$ cat src/rtl/stereo_tx_pkg.sv
package stereo_tx_pkg;

  // Strobes from the control section into the datapath
  typedef struct packed {
    logic capture;    // handshake completes this cycle
    logic launch;     // falling shift-clock edge: advance one bit
    logic frameLoad;  // falling edge that starts a new frame
    logic bypass;     // capture and frameLoad coincide: load straight from input
  } txStrobes_t;

endpackage

$ cat src/rtl/stereo_tx_ctrl.sv
module stereo_tx_ctrl
  import stereo_tx_pkg::*;
#(
  parameter int CLK_DIV   = 8,
  parameter int CHAN_BITS = 16
) (
  input  logic       clk,
  input  logic       rstN,
  input  logic       sampleValid,
  output logic       sampleReady,
  output logic       sclk,
  output logic       wsel,
  output logic       underrun,
  output txStrobes_t strobes
);
  localparam int HALF       = CLK_DIV / 2;
  localparam int DIV_W      = (CLK_DIV > 1) ? $clog2(CLK_DIV) : 1;
  localparam int FRAME_BITS = 2 * CHAN_BITS;
  localparam int BIT_W      = $clog2(FRAME_BITS);

  logic [DIV_W-1:0] divCnt;
  logic [BIT_W-1:0] bitIdx;
  logic [BIT_W-1:0] nextBitIdx;
  logic             taken;
  logic             sclkQ;
  logic             wselQ;
  logic             underrunQ;
  logic             launchTick;
  logic             riseTick;
  logic             lastBit;
  logic             captureNow;

  assign launchTick = (divCnt == DIV_W'(CLK_DIV - 1));
  assign riseTick   = (divCnt == DIV_W'(HALF - 1));
  assign lastBit    = (bitIdx == BIT_W'(FRAME_BITS - 1));
  assign nextBitIdx = lastBit ? '0 : bitIdx + 1'b1;

  assign sampleReady = lastBit && !taken;
  assign captureNow  = sampleValid && sampleReady;

  always_comb begin
    strobes.capture   = captureNow;
    strobes.launch    = launchTick;
    strobes.frameLoad = launchTick && lastBit;
    strobes.bypass    = launchTick && lastBit && captureNow;
  end

  // Master clock divider
  always_ff @(posedge clk) begin
    if (!rstN)           divCnt <= '0;
    else if (launchTick) divCnt <= '0;
    else                 divCnt <= divCnt + 1'b1;
  end

  // Shift clock: rises half-way through the bit, falls at the bit boundary
  always_ff @(posedge clk) begin
    if (!rstN)           sclkQ <= 1'b0;
    else if (launchTick) sclkQ <= 1'b0;
    else if (riseTick)   sclkQ <= 1'b1;
  end

  // Bit position and channel select
  always_ff @(posedge clk) begin
    if (!rstN) begin
      bitIdx <= BIT_W'(FRAME_BITS - 1);
      wselQ  <= 1'b0;
    end else if (launchTick) begin
      bitIdx <= nextBitIdx;
      wselQ  <= (nextBitIdx < BIT_W'(CHAN_BITS));
    end
  end

  // Handshake bookkeeping and underrun per frame
  always_ff @(posedge clk) begin
    if (!rstN) begin
      taken     <= 1'b0;
      underrunQ <= 1'b0;
    end else if (launchTick && lastBit) begin
      taken     <= 1'b0;
      underrunQ <= !(taken || captureNow);
    end else if (captureNow) begin
      taken     <= 1'b1;
    end
  end

  assign sclk     = sclkQ;
  assign wsel     = wselQ;
  assign underrun = underrunQ;

endmodule

$ cat src/rtl/stereo_tx_datapath.sv
module stereo_tx_datapath
  import stereo_tx_pkg::*;
#(
  parameter int CHAN_BITS = 16
) (
  input  logic                   clk,
  input  logic                   rstN,
  input  logic [2*CHAN_BITS-1:0] sampleData,
  input  txStrobes_t             strobes,
  output logic                   sdata
);
  localparam int FRAME_BITS = 2 * CHAN_BITS;

  logic [FRAME_BITS-1:0] heldWord;
  logic [FRAME_BITS-1:0] shiftReg;

  // Last accepted word; kept on underrun so the frame repeats
  always_ff @(posedge clk) begin
    if (!rstN)                heldWord <= '0;
    else if (strobes.capture) heldWord <= sampleData;
  end

  always_ff @(posedge clk) begin
    if (!rstN)                  shiftReg <= '0;
    else if (strobes.frameLoad) shiftReg <= strobes.bypass ? sampleData : heldWord;
    else if (strobes.launch)    shiftReg <= {shiftReg[FRAME_BITS-2:0], 1'b0};
  end

  assign sdata = shiftReg[FRAME_BITS-1];

endmodule

$ cat src/rtl/stereo_serial_tx.sv
module stereo_serial_tx
  import stereo_tx_pkg::*;
#(
  parameter int CLK_DIV   = 8,
  parameter int CHAN_BITS = 16
) (
  input  logic                   clk,
  input  logic                   rstN,
  input  logic [2*CHAN_BITS-1:0] sampleData,
  input  logic                   sampleValid,
  output logic                   sampleReady,
  output logic                   sclk,
  output logic                   sdata,
  output logic                   wsel,
  output logic                   underrun
);
  txStrobes_t strobes;

  stereo_tx_ctrl #(.CLK_DIV(CLK_DIV), .CHAN_BITS(CHAN_BITS)) u_ctrl (
    .clk(clk), .rstN(rstN), .sampleValid(sampleValid), .sampleReady(sampleReady),
    .sclk(sclk), .wsel(wsel), .underrun(underrun), .strobes(strobes)
  );

  stereo_tx_datapath #(.CHAN_BITS(CHAN_BITS)) u_dp (
    .clk(clk), .rstN(rstN), .sampleData(sampleData), .strobes(strobes), .sdata(sdata)
  );

endmodule

$ cat config.mk
export PLATFORM = sky130hd
export DESIGN_NAME = stereo_serial_tx
export DESIGN_NICKNAME = d
export VERILOG_FILES = /design/src/rtl/stereo_tx_pkg.sv /design/src/rtl/stereo_tx_ctrl.sv /design/src/rtl/stereo_tx_datapath.sv /design/src/rtl/stereo_serial_tx.sv
export SDC_FILE = /design/constraint.sdc
export NUM_CORES = 1
export LEC_CHECK = 0
export ABC_CLOCK_PERIOD_IN_PS = 2320
export BUFFER_PORTS_ARGS = -buffer_cell sky130_fd_sc_hd__buf_4
export CORE_AREA = 2 2 86 88
export CTS_CLUSTER_DIAMETER = 100
export DETAILED_ROUTE_END_ITERATION = 8
export DIE_AREA = 0 0 88 90
export GPL_TIMING_DRIVEN = 1
export MAX_ROUTING_LAYER = met4
export PLACE_DENSITY = 0.77
export SLEW_MARGIN = 20
export SYNTH_ARGS = -nofsm -noshare
export SYNTH_HDL_FRONTEND = slang
export SYNTH_SLANG_ARGS = --single-unit
export TNS_END_PERCENT = 5
$ cat constraint.sdc
create_clock -name clk -period 2.32 [get_ports clk]
set_clock_uncertainty 0.1 [all_clocks]
set_input_delay 0.464 -clock clk [delete_from_list [all_inputs] [get_ports clk]]
set_output_delay 0.464 -clock clk [all_outputs]
set_load 0.01 [all_outputs]
==> results of run 1 <==
==> layout make-up <==
type,instances,area [um2]
fillers,624,2970
inverters,6,22.5
clock inverters,3,67.6
flip-flops and latches,76,1520
repair buffers,56,433
multi-input cells,292,1710
clock buffers,13,169
well taps,99,124
==> cell usage after synthesis, drive strengths merged <==
cell    number  share of area
nand3       32          0.047
clkbuf      18          0.020
and3b       32          0.089
and3         2         0.0037
a31oi        1         0.0018
o31ai       31          0.068
nand2b       2         0.0037
clkinv       1         0.0011
dfxtp       76           0.45
a211o        1         0.0026
o21ai        3         0.0044
nand3b       1         0.0022
buf         19          0.030
nor2        40          0.044
nand2       71          0.078
ha           5          0.018
inv          5         0.0055
a211oi      31          0.068
mux2i        3         0.0088
nor3         1         0.0015
o311ai       2         0.0051
o32ai        1         0.0026
a21oi       33          0.048
==> flip-flops by register name, indices dropped and copies added (netlist names) <==
| register | flops |
|---|---|
| u_ctrl.sclk | 1 |
| u_dp.shiftReg | 32 |
| u_ctrl.divCnt | 3 |
| u_ctrl.bitIdx | 5 |
| u_dp.heldWord | 32 |
| u_ctrl.taken | 1 |
| u_ctrl.underrun | 1 |
| u_ctrl.wsel | 1 |
==> kinds of logic after synthesis <==
family	count (synthesis)
DFF	76
AOI/OAI and AO/OA	103
muxes	3
and+or+nand+nor	181
buffers and inverters	43
adders and majority gates	5
==> power breakdown <==
part,switching [mW],internal (mW)
sequential,0.0285,1.35
clock,0.474,0.695
combinational,0.174,0.148
==> worst max-delay path by stage <==
stage / end / slack (ps) / cells past startpoint
5_1_grt: sampleReady / -10 / 6
4_1_cts: sampleReady / 20 / 6
2_1_floorplan: sampleReady / 350 / 6
3_5_place_dp: sampleReady / 340 / 6
6_report: sampleReady / 80 / 6
3_3_place_gp: sampleReady / 410 / 6
==> layer usage <==
layer / vias up / track usage
met3: 9 / 0.0367
met1: 1411 / 0.276
li1: 1517 / -
met5: - / -
met2: 64 / 0.328
met4: 0 / 0.0885
==> stage by stage <==
step / setup TNS [ps] / instances
floorplan: 0 / 411
global placement: 0 / 529
detailed placement: 0 / 529
CTS: 0 / 545
global route: -11.9 / 545
finish: 0 / 545
==> timing repair <==
| item | CTS | global route |
|---|---|---|
| setup endpoints to repair | 1 | 1 |
| buffers inserted | 0 | 0 |
| resized for setup | 1 | 2 |
==> results.py, run 1 <==
metrics = {
    "status": {
        "outcome": "finished, final reports clean",
    },
    "finish": {
        "antennaDiodeCount": 0,
        "final_core_util": 0.577,
        "syn_to_final_growth_pct": 18.6,
        "final_cell_area_um2": 4050,
        "final_common_cell": "dfxtp_1",
        "mostFrequentLayoutCells": "75 x dfxtp_1, 71 x nand2_1, 55 x buf_4, 40 x nor2_1, 33 x a21oi_1",
        "nNetsFinal": 481,
        "drive_gt1_frac": 0.209,
    },
    "critical_path": {
        "reg2reg_to": "u_ctrl.bitIdx[2]",
        "max_stage_delay_ps": 380,
        "worst-path-buf-inv": 2,
        "required_ps": 1760,
        "cp_slowest_cell": "dfxtp_1",
        "crit_fanout": 8,
        "cp-end-kind": "primary output",
        "worstPathArrival_ps": 1680,
        "start_kind": "flip-flop",
        "critPathTopFamily": "adder cells",
        "r2r_slack_ps": 420,
        "critPathKind": "flip-flop to primary output",
        "startpoint": "u_ctrl.bitIdx[1]",
        "r2r_start": "u_ctrl.bitIdx[0]",
        "crit_path_cell_trace": "ha_1 -> and3_1 -> ha_4 -> inv_1 -> nor2_1 -> buf_4",
        "r2r.worst_path.cells": 7,
    },
    "route": {
        "routed.top_layer": "met4",
        "drt_iter0_markers": 231,
        "antenna_left": 0,
        "wl_met1_mm": 3.60,
        "wl_met2_mm": 3.94,
        "vias": 3001,
        "avgRoutedWirePerCell_um": 14.6,
        "vias_per_cell": 5.51,
        "first_pass_iters": 4,
        "wl_met3_um": 280,
        "drt-total-wl_mm": 7.93,
        "drc": 0,
    },
    "power": {
        "ir_drop_mv": 0.361,
        "powerDensity_nw_per_um2": 708,
        "power_mw": 2.87,
        "leakage_nw": 1.72,
    },
    "synth": {
        "avgSynthCellArea_um2": 8.31,
        "synth_cell_types": 28,
        "syn_inst": 411,
        "synth_top_family_by_area": "simple AND/OR/NAND/NOR gates",
        "synth_mux_area_frac": 0.00879,
        "ys_ff_latch": 76,
        "ys_warn_count": 0,
        "syn_area_um2": 3410,
        "synth_adder_area_share": 0.0183,
        "synthXorXnorAreaFrac": 0,
        "ys_seq_area_frac": 0.446,
        "synth_compound_area_frac": 0.201,
        "synth_nets": 451,
        "synth-simple-area-share": 0.269,
    },
    "clock_network": {
        "holdBufCountCts": 0,
        "insertion_delay_ps": 350,
        "cts_sinks": 76,
        "cts_tree": "done",
        "cts_max_level": 3,
        "clk_pin_slew_ps": 80,
        "cts_root_buffer": "clkbuf_8",
        "clock_path_buffers": 2,
        "cts_buffers": 9,
    },
    "global_route": {
        "grt_pass1_wl_mm": 13.1,
        "grt-ovfl-total": 0,
        "grtUsageTotal": 0.213,
        "grt_start_max_net_pins": 37,
        "first_global_vias": 2774,
        "grt_antenna_before_repair": 0,
    },
    "floorplan": {
        "io_pins": 40,
        "start_util": 0.486,
        "die_w_um": 88,
        "fp-row-count": 31,
        "core_um2": 7020,
        "die_area_um2": 7920,
        "die_height_um": 90,
    },
    "timing": {
        "setup_ws_ps": 77.2,
        "tightest_slew_ps": 554,
        "hold_viol_final": 0,
        "maxSlewViolCount": 0,
        "hold_slack_ps": 242,
        "period_minus_slack_ps": 2240,
        "post-route-period-util": 0.967,
        "fmax_mhz": 446,
        "setup_viol": 0,
        "relSlewSlack": 0.630,
    },
    "placement": {
        "dp_slack_ps": 340,
        "globalplace.congestion": 0.765,
        "port_buffers": 39,
        "dp_hpwl_mm": 5.18,
        "placed_area_um2": 3800,
    },
    "min_path": {
        "hold_depth": 2,
        "hold_end": "u_ctrl.bitIdx[4]",
        "hp-class": "input port to flip-flop",
        "min_from": "rstN",
    },
    "flow_run": {
        "maxCapViolCount": 0,
    },
}
Note: power is estimated with default switching activity, not from simulation.
==> inputs of run 2 (changes only) <==
--- a/config.mk
+++ b/config.mk
@@ -7,10 +7,10 @@
 export LEC_CHECK = 0
 export ABC_CLOCK_PERIOD_IN_PS = 2320
 export BUFFER_PORTS_ARGS = -buffer_cell sky130_fd_sc_hd__buf_4
-export CORE_AREA = 2 2 86 88
+export CORE_AREA = 5 5 89 91
 export CTS_CLUSTER_DIAMETER = 100
 export DETAILED_ROUTE_END_ITERATION = 8
-export DIE_AREA = 0 0 88 90
+export DIE_AREA = 0 0 94 96
 export GPL_TIMING_DRIVEN = 1
 export MAX_ROUTING_LAYER = met4
 export PLACE_DENSITY = 0.77
==> results.py, run 2 (synthesized netlist as in run 1, its figures left out) <==
metrics = {
    "clock_network": {
        "insertion_delay_ps": 350,
        "cts_sinks": 76,
        "cts_tree": "done",
        "cts_root_buffer": "clkbuf_8",
        "clock_path_buffers": 2,
        "clk_pin_slew_ps": 90,
        "cts_max_level": 3,
        "holdBufCountCts": 0,
        "cts_buffers": 9,
    },
    "critical_path": {
        "worstPathArrival_ps": 1620,
        "crit_fanout": 5,
        "start_kind": "flip-flop",
        "critPathKind": "flip-flop to primary output",
        "cp-end-kind": "primary output",
        "required_ps": 1760,
        "r2r.worst_path.cells": 8,
    },
    "timing": {
        "tightest_slew_ps": 462,
        "maxSlewViolCount": 0,
        "fmax_mhz": 457,
        "setup_viol": 0,
        "grt_setup_unrepaired": "no",
        "hold_viol_final": 0,
        "period_minus_slack_ps": 2190,
        "relSlewSlack": 0.692,
        "post-route-period-util": 0.943,
        "tns_ps": 0,
    },
    "floorplan": {
        "io_pins": 40,
        "fp-row-count": 31,
        "die_area_um2": 9020,
        "die_w_um": 94,
        "core_um2": 7060,
        "die_height_um": 96,
        "start_util": 0.484,
    },
    "min_path": {
        "hold_depth": 3,
        "hp-class": "input port to flip-flop",
    },
    "finish": {
        "syn_to_final_growth_pct": 18.8,
        "final_cell_area_um2": 4060,
        "final_core_util": 0.575,
        "multi_input_area_um2": 1700,
        "nNetsFinal": 483,
        "antennaDiodeCount": 0,
        "final_common_cell": "dfxtp_1",
        "seqCellArea_um2": 1520,
        "fillers": 650,
        "drive_gt1_frac": 0.212,
        "mostFrequentLayoutCells": "75 x dfxtp_1, 71 x nand2_1, 57 x buf_4, 40 x nor2_1, 33 x a21oi_1",
        "largestRegisters": "u_dp.heldWord x32, u_dp.shiftReg x32, u_ctrl.bitIdx x5",
    },
    "power": {
        "ir_drop_mv": 0.375,
        "swShare": 0.241,
        "clkPwrFrac": 0.417,
        "power_mw": 2.92,
        "powerDensity_nw_per_um2": 719,
        "leakage_nw": 1.72,
        "comb_power_share": 0.114,
        "p_sw_uw": 703,
        "intPower_mw": 2.21,
        "power_frac_seq": 0.469,
    },
    "route": {
        "antenna_left": 0,
        "drt_iter0_markers": 224,
        "first_pass_iters": 4,
        "vias_per_cell": 5.59,
        "avgRoutedWirePerCell_um": 14.7,
        "drt-total-wl_mm": 8.05,
        "drc": 0,
        "vias": 3055,
    },
    "placement": {
        "port_buffers": 39,
        "globalplace.congestion": 0.794,
        "placed_area_um2": 3810,
        "dp_hpwl_mm": 5.36,
    },
    "global_route": {
        "first_global_vias": 2882,
        "grt_pass1_wl_mm": 13.5,
        "grt_antenna_before_repair": 0,
        "grt-ovfl-total": 0,
        "grtUsageTotal": 0.193,
        "grt_start_max_net_pins": 37,
    },
    "status": {
        "outcome": "finished, final reports clean",
    },
    "flow_run": {
        "maxCapViolCount": 0,
    },
}
==> run 2: changes by cell type in the layout (fill, tap and decap cells not counted), sizes merged <==
cell,delta
buf,+2
clkbuf,-3
bufinv,+1
clkinv,+1
inv,+1
==> run 2: path summary, 6_finish.rpt <==
| check | start | to | slack, ps |
|---|---|---|---|
| worst max-delay path | u_ctrl.bitIdx[1] | sampleReady | 130 |
| worst min-delay path | sampleData[8] | u_dp.heldWord[8] | 260 |
| worst max register to register | u_ctrl.bitIdx[0] | u_dp.heldWord[26] | 470 |
| worst min register to register | u_ctrl.divCnt[0] | u_ctrl.divCnt[0] | 330 |
==> run 2: critical path, stage by stage, from the launching register on <==
cell and delay, ps:
dfxtp_1 380, ha_1 190, and3_1 160, ha_2 210, inv_1 90, nor2_1 110
buf_4 130
==> run 2: through the flow <==
| step | hold slack [ps] | cells | worst slack (ps) |
|---|---|---|---|
| 3_3_place_gp | 310 | 531 | 478 |
| 2_1_floorplan | 299 | 411 | 352 |
| 4_1_cts | 247 | 547 | 38.4 |
| 5_1_grt | 243 | 547 | 33.1 |
| 3_5_place_dp | 317 | 531 | 414 |
| 6_report | 261 | 547 | 131 |
==> run 2: final cells by class <==
| type | instances | share of cell area |
|---|---|---|
| tap | 99 | 0.0305 |
| multi-input combinational | 292 | 0.419 |
| sequential | 76 | 0.375 |
| clock inverter | 6 | 0.0275 |
| clock buffer | 10 | 0.0315 |
| inverter | 6 | 0.00555 |
| timing repair buffer | 58 | 0.110 |
==> run 2: power by group through the flow <==
stage	Sequential (mW)	Clock (mW)	Combinational, mW
2_1_floorplan	1.40	0	0.214
3_3_place_gp	1.40	0	0.325
3_5_place_dp	1.40	0	0.333
4_1_cts	1.37	1.24	0.334
5_1_grt	1.37	1.30	0.367
6_report	1.37	1.22	0.332
==> run 2: what timing repair did <==
action / CTS / global route
setup endpoints to repair: 0 / 1
resized for setup: 0 / 2
buffers inserted: 0 / 0
==> run 2: per-layer routing <==
layer / track usage / up-vias / wire length [um]
met5: - / - / 0
met4: 0.0529 / 0 / 62
met3: 0.0477 / 5 / 315
met2: 0.315 / 71 / 3820
met1: 0.241 / 1464 / 3850
li1: - / 1515 / -
==> inputs of run 3 (changes only) <==
--- a/config.mk
+++ b/config.mk
@@ -5,7 +5,7 @@
 export SDC_FILE = /design/constraint.sdc
 export NUM_CORES = 1
 export LEC_CHECK = 0
-export ABC_CLOCK_PERIOD_IN_PS = 2320
+export ABC_CLOCK_PERIOD_IN_PS = 1800
 export BUFFER_PORTS_ARGS = -buffer_cell sky130_fd_sc_hd__buf_4
 export CORE_AREA = 5 5 89 91
 export CTS_CLUSTER_DIAMETER = 100
@@ -13,7 +13,8 @@
 export DIE_AREA = 0 0 94 96
 export GPL_TIMING_DRIVEN = 1
 export MAX_ROUTING_LAYER = met4
-export PLACE_DENSITY = 0.77
+export PLACE_DENSITY = 0.79
+export RECOVER_POWER = 25
 export SLEW_MARGIN = 20
 export SYNTH_ARGS = -nofsm -noshare
 export SYNTH_HDL_FRONTEND = slang
==> constraint.sdc (replaced) <==
create_clock -name clk -period 1.8 [get_ports clk]
set_clock_uncertainty 0.1 [all_clocks]
set_input_delay 0.36 -clock clk [delete_from_list [all_inputs] [get_ports clk]]
set_output_delay 0.36 -clock clk [all_outputs]
set_load 0.01 [all_outputs]
==> results.py, run 3 (synthesized netlist as in run 1, its figures left out) <==
metrics = {
    "status": {
        "outcome": "complete, but fails checks",
        "violations": "setup timing",
    },
    "critical_path": {
        "worstSetupEndpoint": "sampleReady",
        "max_stage_delay_ps": 360,
        "reg2reg_to": "u_dp.shiftReg[0]",
        "start_kind": "flip-flop",
        "critPathKind": "flip-flop to primary output",
        "r2r.worst_path.cells": 7,
        "worstPathArrival_ps": 1410,
        "startpoint": "u_ctrl.bitIdx[0]",
        "crit_fanout": 4,
        "r2r_slack_ps": -40,
        "cp_common_cell": "ha_4",
        "r2r_start": "u_ctrl.bitIdx[0]",
        "crit_path_cell_trace": "ha_4 -> and3_4 -> ha_4 -> inv_4 -> nor2_4 -> buf_6",
        "required_ps": 1340,
        "cp_slowest_cell": "dfxtp_2",
        "cp-end-kind": "primary output",
    },
    "global_route": {
        "first_global_vias": 2998,
        "grt_start_max_net_pins": 37,
        "grt_pass1_wl_mm": 13.7,
        "grt-ovfl-total": 0,
        "grt_antenna_before_repair": 0,
        "grtUsageTotal": 0.195,
    },
    "route": {
        "drt-total-wl_mm": 8.16,
        "antenna_left": 0,
        "vias": 3086,
        "drt_iter0_markers": 144,
        "vias_per_cell": 5.57,
        "avgRoutedWirePerCell_um": 14.7,
        "drc": 0,
        "first_pass_iters": 4,
    },
    "flow_run": {
        "maxCapViolCount": 0,
    },
    "timing": {
        "fmax_mhz": 534,
        "grt_setup_unrepaired": "yes",
        "relSlewSlack": 0.703,
        "hold_viol_final": 0,
        "setup_ws_ps": -71.3,
        "tightest_slew_ps": 446,
        "post-route-period-util": 1.04,
        "period_minus_slack_ps": 1870,
        "maxSlewViolCount": 0,
        "setup_viol": 4,
        "tns_ps": -116,
    },
    "floorplan": {
        "io_pins": 40,
        "die_w_um": 94,
        "die_area_um2": 9020,
        "start_util": 0.484,
        "die_height_um": 96,
        "fp-row-count": 31,
        "core_um2": 7060,
    },
    "clock_network": {
        "cts_tree": "done",
        "clock_path_buffers": 2,
        "cts_sinks": 76,
        "cts_buffers": 9,
        "cts_max_level": 3,
        "insertion_delay_ps": 340,
        "clk_pin_slew_ps": 80,
        "holdBufCountCts": 0,
        "cts_root_buffer": "clkbuf_8",
    },
    "placement": {
        "dp_slack_ps": -7.33,
        "dp_hpwl_mm": 5.53,
        "placed_area_um2": 3840,
        "globalplace.congestion": 0.774,
        "port_buffers": 39,
    },
    "finish": {
        "mostFrequentLayoutCells": "74 x dfxtp_1, 70 x nand2_1, 57 x buf_4, 39 x nor2_1, 32 x nand3_1",
        "final_cell_area_um2": 4160,
        "final_common_cell": "dfxtp_1",
        "fillers": 651,
        "largestRegisters": "u_dp.heldWord x32, u_dp.shiftReg x32, u_ctrl.bitIdx x5",
        "antennaDiodeCount": 0,
        "syn_to_final_growth_pct": 21.8,
        "final_core_util": 0.589,
        "drive_gt1_frac": 0.233,
        "nNetsFinal": 490,
    },
    "power": {
        "power_frac_seq": 0.470,
        "comb_power_share": 0.118,
        "powerDensity_nw_per_um2": 904,
        "power_mw": 3.76,
        "ir_drop_mv": 0.497,
        "clkPwrFrac": 0.412,
        "intPower_mw": 2.87,
        "leakage_nw": 1.75,
        "swShare": 0.238,
        "p_sw_uw": 897,
    },
    "min_path": {
        "hp-class": "input port to flip-flop",
    },
}
-- run 3: critical path: cells and delay by family (launching register included) --
kind / cells / cell delay (ps)
flops: 1 / 360
simple gates: 2 / 280
buf+inv: 2 / 160
fa+ha+maj: 2 / 280
-- run 3: what timing repair did --
action,4_1_cts,5_1_grt
gates cloned,0,1
setup endpoints to repair,11,51
buffers inserted,2,0
pin swaps,1,0
gates resized for setup,13,9
-- run 3: power groups by stage --
stage / Combinational [mW] / Clock [mW] / Sequential, mW
after detailed placement: 0.423 / 0 / 1.81
final: 0.442 / 1.55 / 1.77
after CTS: 0.435 / 1.57 / 1.77
after global routing: 0.491 / 1.64 / 1.78
after floorplan: 0.277 / 0 / 1.80
after global placement: 0.413 / 0 / 1.81
-- run 3: per-stage QoR --
stage / hold WS, ps / cells
3_3_place_gp: 309 / 535
2_1_floorplan: 299 / 411
4_1_cts: 156 / 553
5_1_grt: 156 / 554
3_5_place_dp: 321 / 535
6_report: 165 / 554
-- run 3: cell type report --
cell class	instances	area, um2	share of cell area
clock buffer	10	128	0.0307
clock inverter	6	111	0.0268
sequential	76	1520	0.366
timing repair buffer	65	497	0.119
tap	99	124	0.0298
multi-input combinational	292	1750	0.421
inverter	6	25.0	0.00602
-- run 3: per-layer routing --
layer | GRT usage | wire length [um] | up-vias
li1 | - | - | 1528
met5 | - | 0 | -
met1 | 0.228 | 3490 | 1446
met2 | 0.331 | 4000 | 98
met4 | 0.0915 | 159 | 0
met3 | 0.0281 | 504 | 14
-- run 3: worst min-delay path by stage --
| stage | from | slack [ps] | depth (start not counted) | end |
|---|---|---|---|---|
| final | sampleData[14] | 170 | 3 | u_dp.heldWord[14] |
| after global routing | sampleData[19] | 160 | 3 | u_dp.heldWord[19] |
| after detailed placement | u_ctrl.divCnt[0] | 320 | 1 | u_ctrl.divCnt[0] |
| after CTS | sampleData[11] | 160 | 3 | u_dp.heldWord[11] |
| after global placement | u_ctrl.divCnt[0] | 310 | 1 | u_ctrl.divCnt[0] |
| after floorplan | u_ctrl.divCnt[0] | 300 | 1 | u_ctrl.divCnt[0] |
